$ cat src/rtl/alu_wb_pkg.sv
package alu_wb_pkg;
  localparam int unsigned OP_W  = 4;
  localparam int unsigned FLG_W = 4;
  localparam int unsigned FLG_C = 0;
  localparam int unsigned FLG_Z = 1;
  localparam int unsigned FLG_N = 2;
  localparam int unsigned FLG_V = 3;

  typedef enum logic [OP_W-1:0] {
    OP_ADD  = 4'd0,
    OP_ADDC = 4'd1,
    OP_SUB  = 4'd2,
    OP_SUBC = 4'd3,
    OP_CMP  = 4'd4,
    OP_AND  = 4'd5,
    OP_BIT  = 4'd6,
    OP_BIC  = 4'd7,
    OP_BIS  = 4'd8,
    OP_XOR  = 4'd9
  } alu_op_e;

  typedef enum logic [1:0] {
    LG_AND = 2'd0,
    LG_BIC = 2'd1,
    LG_BIS = 2'd2,
    LG_XOR = 2'd3
  } logic_fn_e;

  typedef struct packed {
    logic       valid;
    logic       arith;
    logic       inv_src;
    logic       cin_flag;
    logic       cin_const;
    logic_fn_e  lfn;
    logic       res_we;
    logic       flags_we;
  } op_ctl_t;
endpackage

$ cat src/rtl/alu_wb_decode.sv
module alu_wb_decode
  import alu_wb_pkg::*;
(
  input  logic [OP_W-1:0] op_i,
  output op_ctl_t         ctl_o
);
  always_comb begin
    ctl_o = '{valid: 1'b1, arith: 1'b0, inv_src: 1'b0, cin_flag: 1'b0,
              cin_const: 1'b0, lfn: LG_AND, res_we: 1'b1, flags_we: 1'b1};
    case (op_i)
      OP_ADD:  ctl_o.arith = 1'b1;
      OP_ADDC: begin ctl_o.arith = 1'b1; ctl_o.cin_flag = 1'b1; end
      OP_SUB:  begin ctl_o.arith = 1'b1; ctl_o.inv_src = 1'b1; ctl_o.cin_const = 1'b1; end
      OP_SUBC: begin ctl_o.arith = 1'b1; ctl_o.inv_src = 1'b1; ctl_o.cin_flag = 1'b1; end
      OP_CMP:  begin
        ctl_o.arith = 1'b1; ctl_o.inv_src = 1'b1; ctl_o.cin_const = 1'b1;
        ctl_o.res_we = 1'b0;
      end
      OP_AND:  ctl_o.lfn = LG_AND;
      OP_BIT:  begin ctl_o.lfn = LG_AND; ctl_o.res_we = 1'b0; end
      OP_BIC:  begin ctl_o.lfn = LG_BIC; ctl_o.flags_we = 1'b0; end
      OP_BIS:  begin ctl_o.lfn = LG_BIS; ctl_o.flags_we = 1'b0; end
      OP_XOR:  ctl_o.lfn = LG_XOR;
      default: begin
        ctl_o.valid = 1'b0; ctl_o.res_we = 1'b0; ctl_o.flags_we = 1'b0;
      end
    endcase
  end
endmodule

$ cat src/rtl/alu_wb_adder.sv
module alu_wb_adder #(
  parameter int unsigned DATA_W = 16,
  parameter int unsigned BYTE_W = 8
) (
  input  logic [DATA_W-1:0] a_i,
  input  logic [DATA_W-1:0] b_i,
  input  logic              cin_i,
  input  logic              byte_i,
  output logic [DATA_W-1:0] sum_o,
  output logic              cout_o,
  output logic              ovf_o
);
  localparam int unsigned HI_W = DATA_W - BYTE_W;

  logic [DATA_W:0] wide;
  logic [BYTE_W:0] narrow;
  logic            a_s, b_s, r_s;

  assign wide   = {1'b0, a_i} + {1'b0, b_i} + {{DATA_W{1'b0}}, cin_i};
  assign narrow = {1'b0, a_i[BYTE_W-1:0]} + {1'b0, b_i[BYTE_W-1:0]}
                + {{BYTE_W{1'b0}}, cin_i};

  always_comb begin
    if (byte_i) begin
      sum_o  = {{HI_W{1'b0}}, narrow[BYTE_W-1:0]};
      cout_o = narrow[BYTE_W];
      a_s    = a_i[BYTE_W-1];
      b_s    = b_i[BYTE_W-1];
      r_s    = narrow[BYTE_W-1];
    end else begin
      sum_o  = wide[DATA_W-1:0];
      cout_o = wide[DATA_W];
      a_s    = a_i[DATA_W-1];
      b_s    = b_i[DATA_W-1];
      r_s    = wide[DATA_W-1];
    end
  end

  // same-sign inputs, different-sign result
  assign ovf_o = (a_s == b_s) && (r_s != a_s);
endmodule

$ cat src/rtl/alu_wb_logic.sv
module alu_wb_logic
  import alu_wb_pkg::*;
#(
  parameter int unsigned DATA_W = 16
) (
  input  logic [DATA_W-1:0] src_i,
  input  logic [DATA_W-1:0] dst_i,
  input  logic_fn_e         fn_i,
  output logic [DATA_W-1:0] res_o
);
  always_comb begin
    case (fn_i)
      LG_AND:  res_o = src_i & dst_i;
      LG_BIC:  res_o = ~src_i & dst_i;
      LG_BIS:  res_o = src_i | dst_i;
      default: res_o = src_i ^ dst_i;
    endcase
  end
endmodule

$ cat src/rtl/alu_wb_flags.sv
module alu_wb_flags
  import alu_wb_pkg::*;
#(
  parameter int unsigned DATA_W = 16,
  parameter int unsigned BYTE_W = 8
) (
  input  logic [DATA_W-1:0] res_i,
  input  logic              byte_i,
  input  logic              arith_i,
  input  logic              is_xor_i,
  input  logic              cout_i,
  input  logic              ovf_i,
  input  logic              src_s_i,
  input  logic              dst_s_i,
  output logic [FLG_W-1:0]  flags_o
);
  logic neg, zero;

  assign neg  = byte_i ? res_i[BYTE_W-1] : res_i[DATA_W-1];
  assign zero = byte_i ? (res_i[BYTE_W-1:0] == '0) : (res_i == '0);

  always_comb begin
    flags_o        = '0;
    flags_o[FLG_N] = neg;
    flags_o[FLG_Z] = zero;
    if (arith_i) begin
      flags_o[FLG_C] = cout_i;
      flags_o[FLG_V] = ovf_i;
    end else begin
      flags_o[FLG_C] = ~zero;
      flags_o[FLG_V] = is_xor_i & src_s_i & dst_s_i;
    end
  end
endmodule

$ cat src/rtl/alu_wb_core.sv
module alu_wb_core
  import alu_wb_pkg::*;
#(
  parameter int unsigned DATA_W = 16,
  parameter int unsigned BYTE_W = 8
) (
  input  logic [DATA_W-1:0] src_i,
  input  logic [DATA_W-1:0] dst_i,
  input  logic              carry_i,
  input  logic              byte_i,
  input  logic [OP_W-1:0]   op_i,
  output logic [DATA_W-1:0] res_o,
  output logic              res_we_o,
  output logic [FLG_W-1:0]  flags_o,
  output logic [FLG_W-1:0]  flags_we_o
);
  localparam int unsigned HI_W = DATA_W - BYTE_W;

  op_ctl_t           ctl;
  logic [DATA_W-1:0] add_b, sum, lg_raw, lg_res, res_sel;
  logic              cin, cout, ovf, src_s, dst_s;

  alu_wb_decode u_dec (.op_i(op_i), .ctl_o(ctl));

  assign add_b = ctl.inv_src ? ~src_i : src_i;
  assign cin   = ctl.cin_flag ? carry_i : ctl.cin_const;

  alu_wb_adder #(.DATA_W(DATA_W), .BYTE_W(BYTE_W)) u_add (
    .a_i(dst_i), .b_i(add_b), .cin_i(cin), .byte_i(byte_i),
    .sum_o(sum), .cout_o(cout), .ovf_o(ovf)
  );

  alu_wb_logic #(.DATA_W(DATA_W)) u_lg (
    .src_i(src_i), .dst_i(dst_i), .fn_i(ctl.lfn), .res_o(lg_raw)
  );

  assign lg_res  = byte_i ? {{HI_W{1'b0}}, lg_raw[BYTE_W-1:0]} : lg_raw;
  assign res_sel = ctl.arith ? sum : lg_res;
  assign src_s   = byte_i ? src_i[BYTE_W-1] : src_i[DATA_W-1];
  assign dst_s   = byte_i ? dst_i[BYTE_W-1] : dst_i[DATA_W-1];

  alu_wb_flags #(.DATA_W(DATA_W), .BYTE_W(BYTE_W)) u_flg (
    .res_i(res_sel), .byte_i(byte_i), .arith_i(ctl.arith),
    .is_xor_i(ctl.lfn == LG_XOR), .cout_i(cout), .ovf_i(ovf),
    .src_s_i(src_s), .dst_s_i(dst_s), .flags_o(flags_o)
  );

  assign res_o      = ctl.valid ? res_sel : '0;
  assign res_we_o   = ctl.res_we;
  assign flags_we_o = {FLG_W{ctl.flags_we}};
endmodule

$ cat config.mk
export PLATFORM = sky130hd
export DESIGN_NAME = alu_wb_core
export DESIGN_NICKNAME = d
export VERILOG_FILES = /design/src/rtl/alu_wb_pkg.sv /design/src/rtl/alu_wb_decode.sv /design/src/rtl/alu_wb_adder.sv /design/src/rtl/alu_wb_logic.sv /design/src/rtl/alu_wb_flags.sv /design/src/rtl/alu_wb_core.sv
export SDC_FILE = /design/constraint.sdc
export NUM_CORES = 1
export LEC_CHECK = 0
export BUFFER_PORTS_ARGS = -buffer_cell sky130_fd_sc_hd__clkbuf_2
export CAP_MARGIN = 15
export CORE_UTILIZATION = 52
export DETAILED_ROUTE_END_ITERATION = 8
export PLACE_DENSITY = 0.81
export SYNTH_ARGS = -nofsm -noshare
export SYNTH_HDL_FRONTEND = slang
export SYNTH_SLANG_ARGS = --single-unit
$ cat constraint.sdc
create_clock -name vclk -period 5.85
set_input_delay 1.17 -clock vclk [all_inputs]
set_output_delay 1.17 -clock vclk [all_outputs]
set_load 0.02 [all_outputs]
==> impl_metrics.py, run 1 <==
metrics = {
    "status": {
        "outcome": "completed",
    },
    "finish": {
        "stdcell_area_um2": 3030,
        "multiInputGateArea_um2": 2380,
        "fillers": 446,
        "clock_buffers": 0,
        "finalNetCount": 502,
        "area_growth_pct": 15.8,
        "ff_latch_area_um2": 0,
        "design.seq.count": 0,
        "antennaDiodeCount": 0,
        "drive_above_1_share_pct": 25.2,
    },
    "timing": {
        "finalSetupViolCount": 0,
        "finalSetupTns_ps": 0,
        "finalHoldViolCount": 0,
        "maxSlewViolCount": 0,
        "rsz0062_at_grt": "false",
        "fmax_ghz": 0.177,
        "period_share_pct": 96.4,
        "period_needed_ps": 5640,
        "max_slew_margin_pct": 40.6,
        "worst_pin_slew_ps": 891,
    },
    "yosys": {
        "synth_seq_area_share_pct": 0,
        "synthDistinctLibCells": 71,
        "synth_top_area_share_pct": 14.8,
        "yosys-top-cells-area": "ha_1 15%, a21oi_1 8.6%, xnor2_1 7.7%",
        "syn-num-nets": 447,
        "synth_largest_area_cell": "ha_1",
        "avgSynthCellArea_um2": 6.95,
        "synth_area_um2": 2610,
        "synth-warning-count": 0,
        "synthCells": 376,
    },
    "grt": {
        "grt_pass1_vias": 2798,
        "antenna_found_initial": 0,
        "grt_max_degree": 23,
        "grt_first_pass_wirelength_um": 13100,
        "grt_util_all_layers_pct": 30.9,
        "grt_overflow": 0,
    },
    "floorplan": {
        "die-width_um": 72.9,
        "dieArea_um2": 5310,
        "coreArea_um2": 4790,
        "initial_utilization_pct": 54.6,
        "rows": 25,
        "ios": 63,
        "die_height_um": 72.9,
    },
    "worst_setup_path": {
        "critPathLaunch": "op_i[0]",
        "cp-end-kind": "output pin",
        "worstSetupEndpoint": "flags_o[1]",
        "crit_type": "in2out",
        "cp-start-kind": "input pin",
        "cp_max_fo": 22,
        "critical_path_required_ps": 4680,
        "arrival_ps": 4470,
    },
    "detailed_routing": {
        "drcViolationCount": 0,
        "dr.pass1.iters": 5,
        "via_count": 3114,
        "drt-total-wl_um": 8200,
        "vias_per_cell": 6.28,
        "postRouteAntennaNets": 0,
        "wl_per_cell_um": 16.5,
        "drt_iter0_markers": 297,
    },
    "power_and_ir_drop": {
        "clockPowerShare_pct": 0,
        "ir_drop_mv": 0.0770,
        "internal_power_w": 0.000152,
        "p_seq_share_pct": 0,
        "power_leakage_nw": 1.46,
        "share_comb_of_total_power_pct": 100.0,
        "switchingPower_w": 0.000219,
        "power.density_nw_per_um2": 123,
        "p_sw_share_pct": 59.0,
    },
    "worst_hold_path": {
        "min_path_type": "in2out",
    },
    "flow_run": {
        "cap_viol_max_count": 0,
    },
    "placed_design": {
        "place_congestion": 0.995,
        "portBuffers": 63,
        "postPlaceCellArea_um2": 2930,
        "place.detailed.hpwl_um": 6250,
    },
    "clock_tree": {
        "hold_buffers": 0,
    },
}
## cell families after synthesis
group | synth area share (%)
AO/OA/AOI/OAI | 39.6
adder cells (fa/ha/maj) | 16.4
AND/OR/NAND/NOR | 21.6
XOR/XNOR | 9.34
multiplexers | 1.96
buffers and inverters | 11.2
## cell usage in the layout (no fill, tap or decap), types with 3 or more instances in the layout
cell type,count
nand2b_1,5
clkbuf_2,61
nor2_1,30
o211ai_1,6
xnor2_1,23
o31ai_1,3
a21o_1,12
a21oi_1,44
nand2_1,29
inv_1,35
a211o_1,4
nand4b_1,5
nand3_1,4
o21a_1,4
o21ai_1,5
ha_1,31
o22ai_1,4
o21ai_0,19
nor3_1,7
buf_8,3
a211oi_2,5
buf_4,9
a311oi_1,3
and2_1,8
a21oi_2,3
xor2_1,3
mux2i_1,3
## power groups by stage
| stage | Combinational (W) | Clock (W) | Sequential (W) |
|---|---|---|---|
| 2_1_floorplan | 0.000264 | 0 | 0 |
| 3_5_place_dp | 0.000347 | 0 | 0 |
| 4_1_cts | 0.000351 | 0 | 0 |
| 3_3_place_gp | 0.000340 | 0 | 0 |
| 5_1_grt | 0.000405 | 0 | 0 |
| 6_report | 0.000372 | 0 | 0 |
## routing by layer
layer,share of wire [%],global-route usage (%),wire (um),up-vias
li1,-,-,-,1481
met1,43,40.5,3500,1443
met2,46,53.2,3780,167
met3,8.3,2.76,680,23
met4,2.9,10.2,236,0
met5,0,0,0,-
## area by class of cell
class,count,area share (%)
Multi-Input combinational cell,318,78.6
Inverter,36,4.47
Timing Repair Buffer,75,14.1
Tap cell,67,2.77
## synthesized netlist by cell type (5+ instances only)
master	number
nor3_1	7
nand2b_1	5
xnor2_1	23
inv_1	35
o21ai_0	20
nor2_1	30
buf_4	10
buf_2	6
a21o_1	12
ha_1	31
o211ai_1	6
and2_1	8
a21oi_1	45
nand2_1	29
nand4b_1	5
## critical path, stage by stage
cell      delay (ps)
clkbuf_2         140
buf_8            180
nand2_1           80
a21oi_1           60
a21oi_1          140
nor2_1           100
fa_2             420
fa_2             430
a21oi_4          190
o21ai_1          110
buf_4            160
a21oi_4          160
xnor2_1          130
a211oi_2         250
o2111a_1         200
and4_4           240
o21ba_1          120
clkbuf_2         160
## timing repair
| action | 4_1_cts | 5_1_grt |
|---|---|---|
| buffers inserted | 0 | 2 |
| resized for setup | 2 | 18 |
| endpoints found under the setup margin | 2 | 3 |
| pin swaps | 0 | 8 |
| gates cloned | 0 | 0 |
## worst min path at each step
stage                       to     start  slack, ps  depth (start not counted)
floorplan             res_o[3]  dst_i[3]       2670                          4
detailed placement  flags_o[2]    byte_i       2830                          4
global placement    flags_o[2]    byte_i       2820                          4
CTS                 flags_o[2]    byte_i       2830                          4
finish              flags_o[2]    byte_i       2840                          4
global route        flags_o[0]    byte_i       2890                          3
## metrics by stage
step,util [%],setup slack (ps),hold slack [ps],power (W),instances
after global routing,63.2,21.0,2890,0.000405,496
after floorplan,-,113,2670,0.000264,376
after CTS,61.4,22.1,2830,0.000351,494
final,63.2,212,2840,0.000372,496
after detailed placement,61.2,-36.3,2830,0.000347,494
after global placement,61.2,57.8,2820,0.000340,494
(Power assumes the default switching activity.)
==> inputs of run 2 (changes only) <==
PLACE_DENSITY = not set   (was 0.81)
PLACE_DENSITY_LB_ADDON = 0.08   (was not set)
==> run 2 against run 1 <==
Against the previous run:
- global-route usage up 0.50 points
- largest power group unchanged
- cell count is 0.60% higher
- non-clock buffer count rose by 3
- power shrank 2.1%
- utilization shrank 0.94 points
- critical path type unchanged
==> impl_metrics.py, run 2 (same netlist as run 1, synthesis figures left out) <==
metrics = {
    "timing": {
        "period_needed_ps": 5760,
        "maxSlewViolCount": 0,
        "finalSetupViolCount": 0,
        "period_share_pct": 98.4,
        "worst_pin_slew_ps": 649,
        "max_slew_margin_pct": 56.6,
        "finalHoldViolCount": 0,
        "fin_ws_ps": 92.5,
        "rsz0062_at_grt": "true",
        "fmax_ghz": 0.174,
    },
    "worst_setup_path": {
        "path_cells": "clkbuf_2, nor2_2, mux2i_2, nor2_4, xnor2_1, fa_1, fa_1, a21oi_2, o21ai_1, a211o_1, a31o_1, nor4_2, nand4b_1, a221oi_2, o31ai_2, clkbuf_2",
        "cp_max_fo": 6,
        "worst-path-buf-inv": 2,
        "arrival_ps": 4590,
        "cpLargestDelayFamily": "compound AO/OA/AOI/OAI gates",
        "crit_slowest_cell": "fa_1",
        "crit_type": "in2out",
        "critical_path_required_ps": 4680,
        "cp-start-kind": "input pin",
        "critPathMaxStageDelay_ps": 450,
        "cp-end-kind": "output pin",
    },
    "floorplan": {
        "ios": 63,
        "die_height_um": 72.9,
        "rows": 25,
        "coreArea_um2": 4790,
        "initial_utilization_pct": 54.6,
        "die-width_um": 72.9,
        "dieArea_um2": 5310,
    },
    "finish": {
        "clock_buffers": 0,
        "final_cells": 499,
        "multiInputGateArea_um2": 2330,
        "fillers": 490,
        "area_growth_pct": 14.1,
        "drive_above_1_share_pct": 24.8,
        "utilization_pct": 62.3,
        "stdcell_area_um2": 2980,
        "antennaDiodeCount": 0,
        "ff_latch_area_um2": 0,
        "finalNetCount": 505,
        "design.seq.count": 0,
        "layout_commonest_cell": "clkbuf_2",
        "layout_common_cells": "63 x clkbuf_2, 44 x a21oi_1, 35 x inv_1",
    },
    "placed_design": {
        "placed_cells": 498,
        "place_congestion": 0.962,
        "portBuffers": 63,
        "postPlaceCellArea_um2": 2960,
        "place_ws_ps": 58.2,
        "place.detailed.hpwl_um": 6510,
    },
    "detailed_routing": {
        "postRouteAntennaNets": 0,
        "drt-total-wl_um": 8330,
        "wl_per_cell_um": 16.7,
        "drt_iter0_markers": 255,
        "via_count": 3053,
        "drcViolationCount": 0,
        "dr_wl_met3_um": 485,
        "dr.pass1.iters": 5,
        "dr_wl_met2_um": 3890,
        "vias_per_cell": 6.12,
        "wl_met1_um": 3750,
        "routed.top_layer": "met4",
    },
    "power_and_ir_drop": {
        "ir_drop_mv": 0.0709,
        "power_leakage_nw": 1.46,
        "power.density_nw_per_um2": 122,
        "p_total_w": 0.000364,
    },
    "grt": {
        "grt_max_degree": 21,
        "grt_pass1_vias": 2732,
        "grt_util_all_layers_pct": 31.4,
        "grt_overflow": 0,
        "grt_first_pass_wirelength_um": 13000,
        "antenna_found_initial": 0,
    },
    "worst_hold_path": {
        "worstHoldStart": "byte_i",
        "min_to": "flags_o[0]",
        "hold_depth": 3,
        "min_path_type": "in2out",
    },
    "flow_run": {
        "cap_viol_max_count": 0,
    },
    "status": {
        "outcome": "completed",
    },
}
run 2: cell count changes in the layout (fill, tap and decap cells not counted), moves of 2 or more:
cell      previous run  this run
a21oi_2              3         5
buf_8                3         0
a21oi_4              2         0
clkbuf_2            61        63
fa_2                 2         0
fa_1                 0         2
buf_4                9        15
buf_2                2         0
run 2: worst max path at each step:
stage | startpoint | endpoint | cells past startpoint
5_1_grt | op_i[0] | flags_o[0] | 16
4_1_cts | op_i[0] | flags_o[0] | 16
2_1_floorplan | op_i[0] | flags_o[0] | 16
6_report | op_i[0] | flags_o[0] | 16
3_3_place_gp | op_i[0] | flags_o[0] | 16
3_5_place_dp | op_i[0] | flags_o[0] | 16
run 2: power breakdown:
group          leakage (nW)  total (W)  internal [W]  switching, W
Clock                     0          0             0             0
Combinational          1.46   0.000364      0.000149      0.000214
Sequential                0          0             0             0
run 2: tightest hold or removal path, delay by kind of cell:
| family | cells | cell delay [ps] |
|---|---|---|
| buffers and inverters | 2 | 380 |
| AOI/OAI and AO/OA | 1 | 120 |
run 2: metrics by stage:
stage	hold slack [ps]	TNS [ps]
final	2850	0
after floorplan	2670	0
after CTS	2840	0
after global placement	2840	0
after detailed placement	2850	0
after global routing	2880	-81.5
run 2: final cells by class:
cell class         instances  area share, %
inverters                 36           4.53
multi-input cells        318           78.3
well taps                 67           2.81
repair buffers            78           14.4
run 2: what timing repair did:
action / 4_1_cts / 5_1_grt
hold buffers: 0 / 0
setup endpoints to repair: 0 / 2
resized for setup: 0 / 3
buffers inserted: 0 / 1
run 2: layer usage:
layer	vias to the layer above	global-route usage (%)
met5	-	0
met4	0	8.28
met3	21	1.10
met2	122	56.0
met1	1415	41.5
li1	1495	-
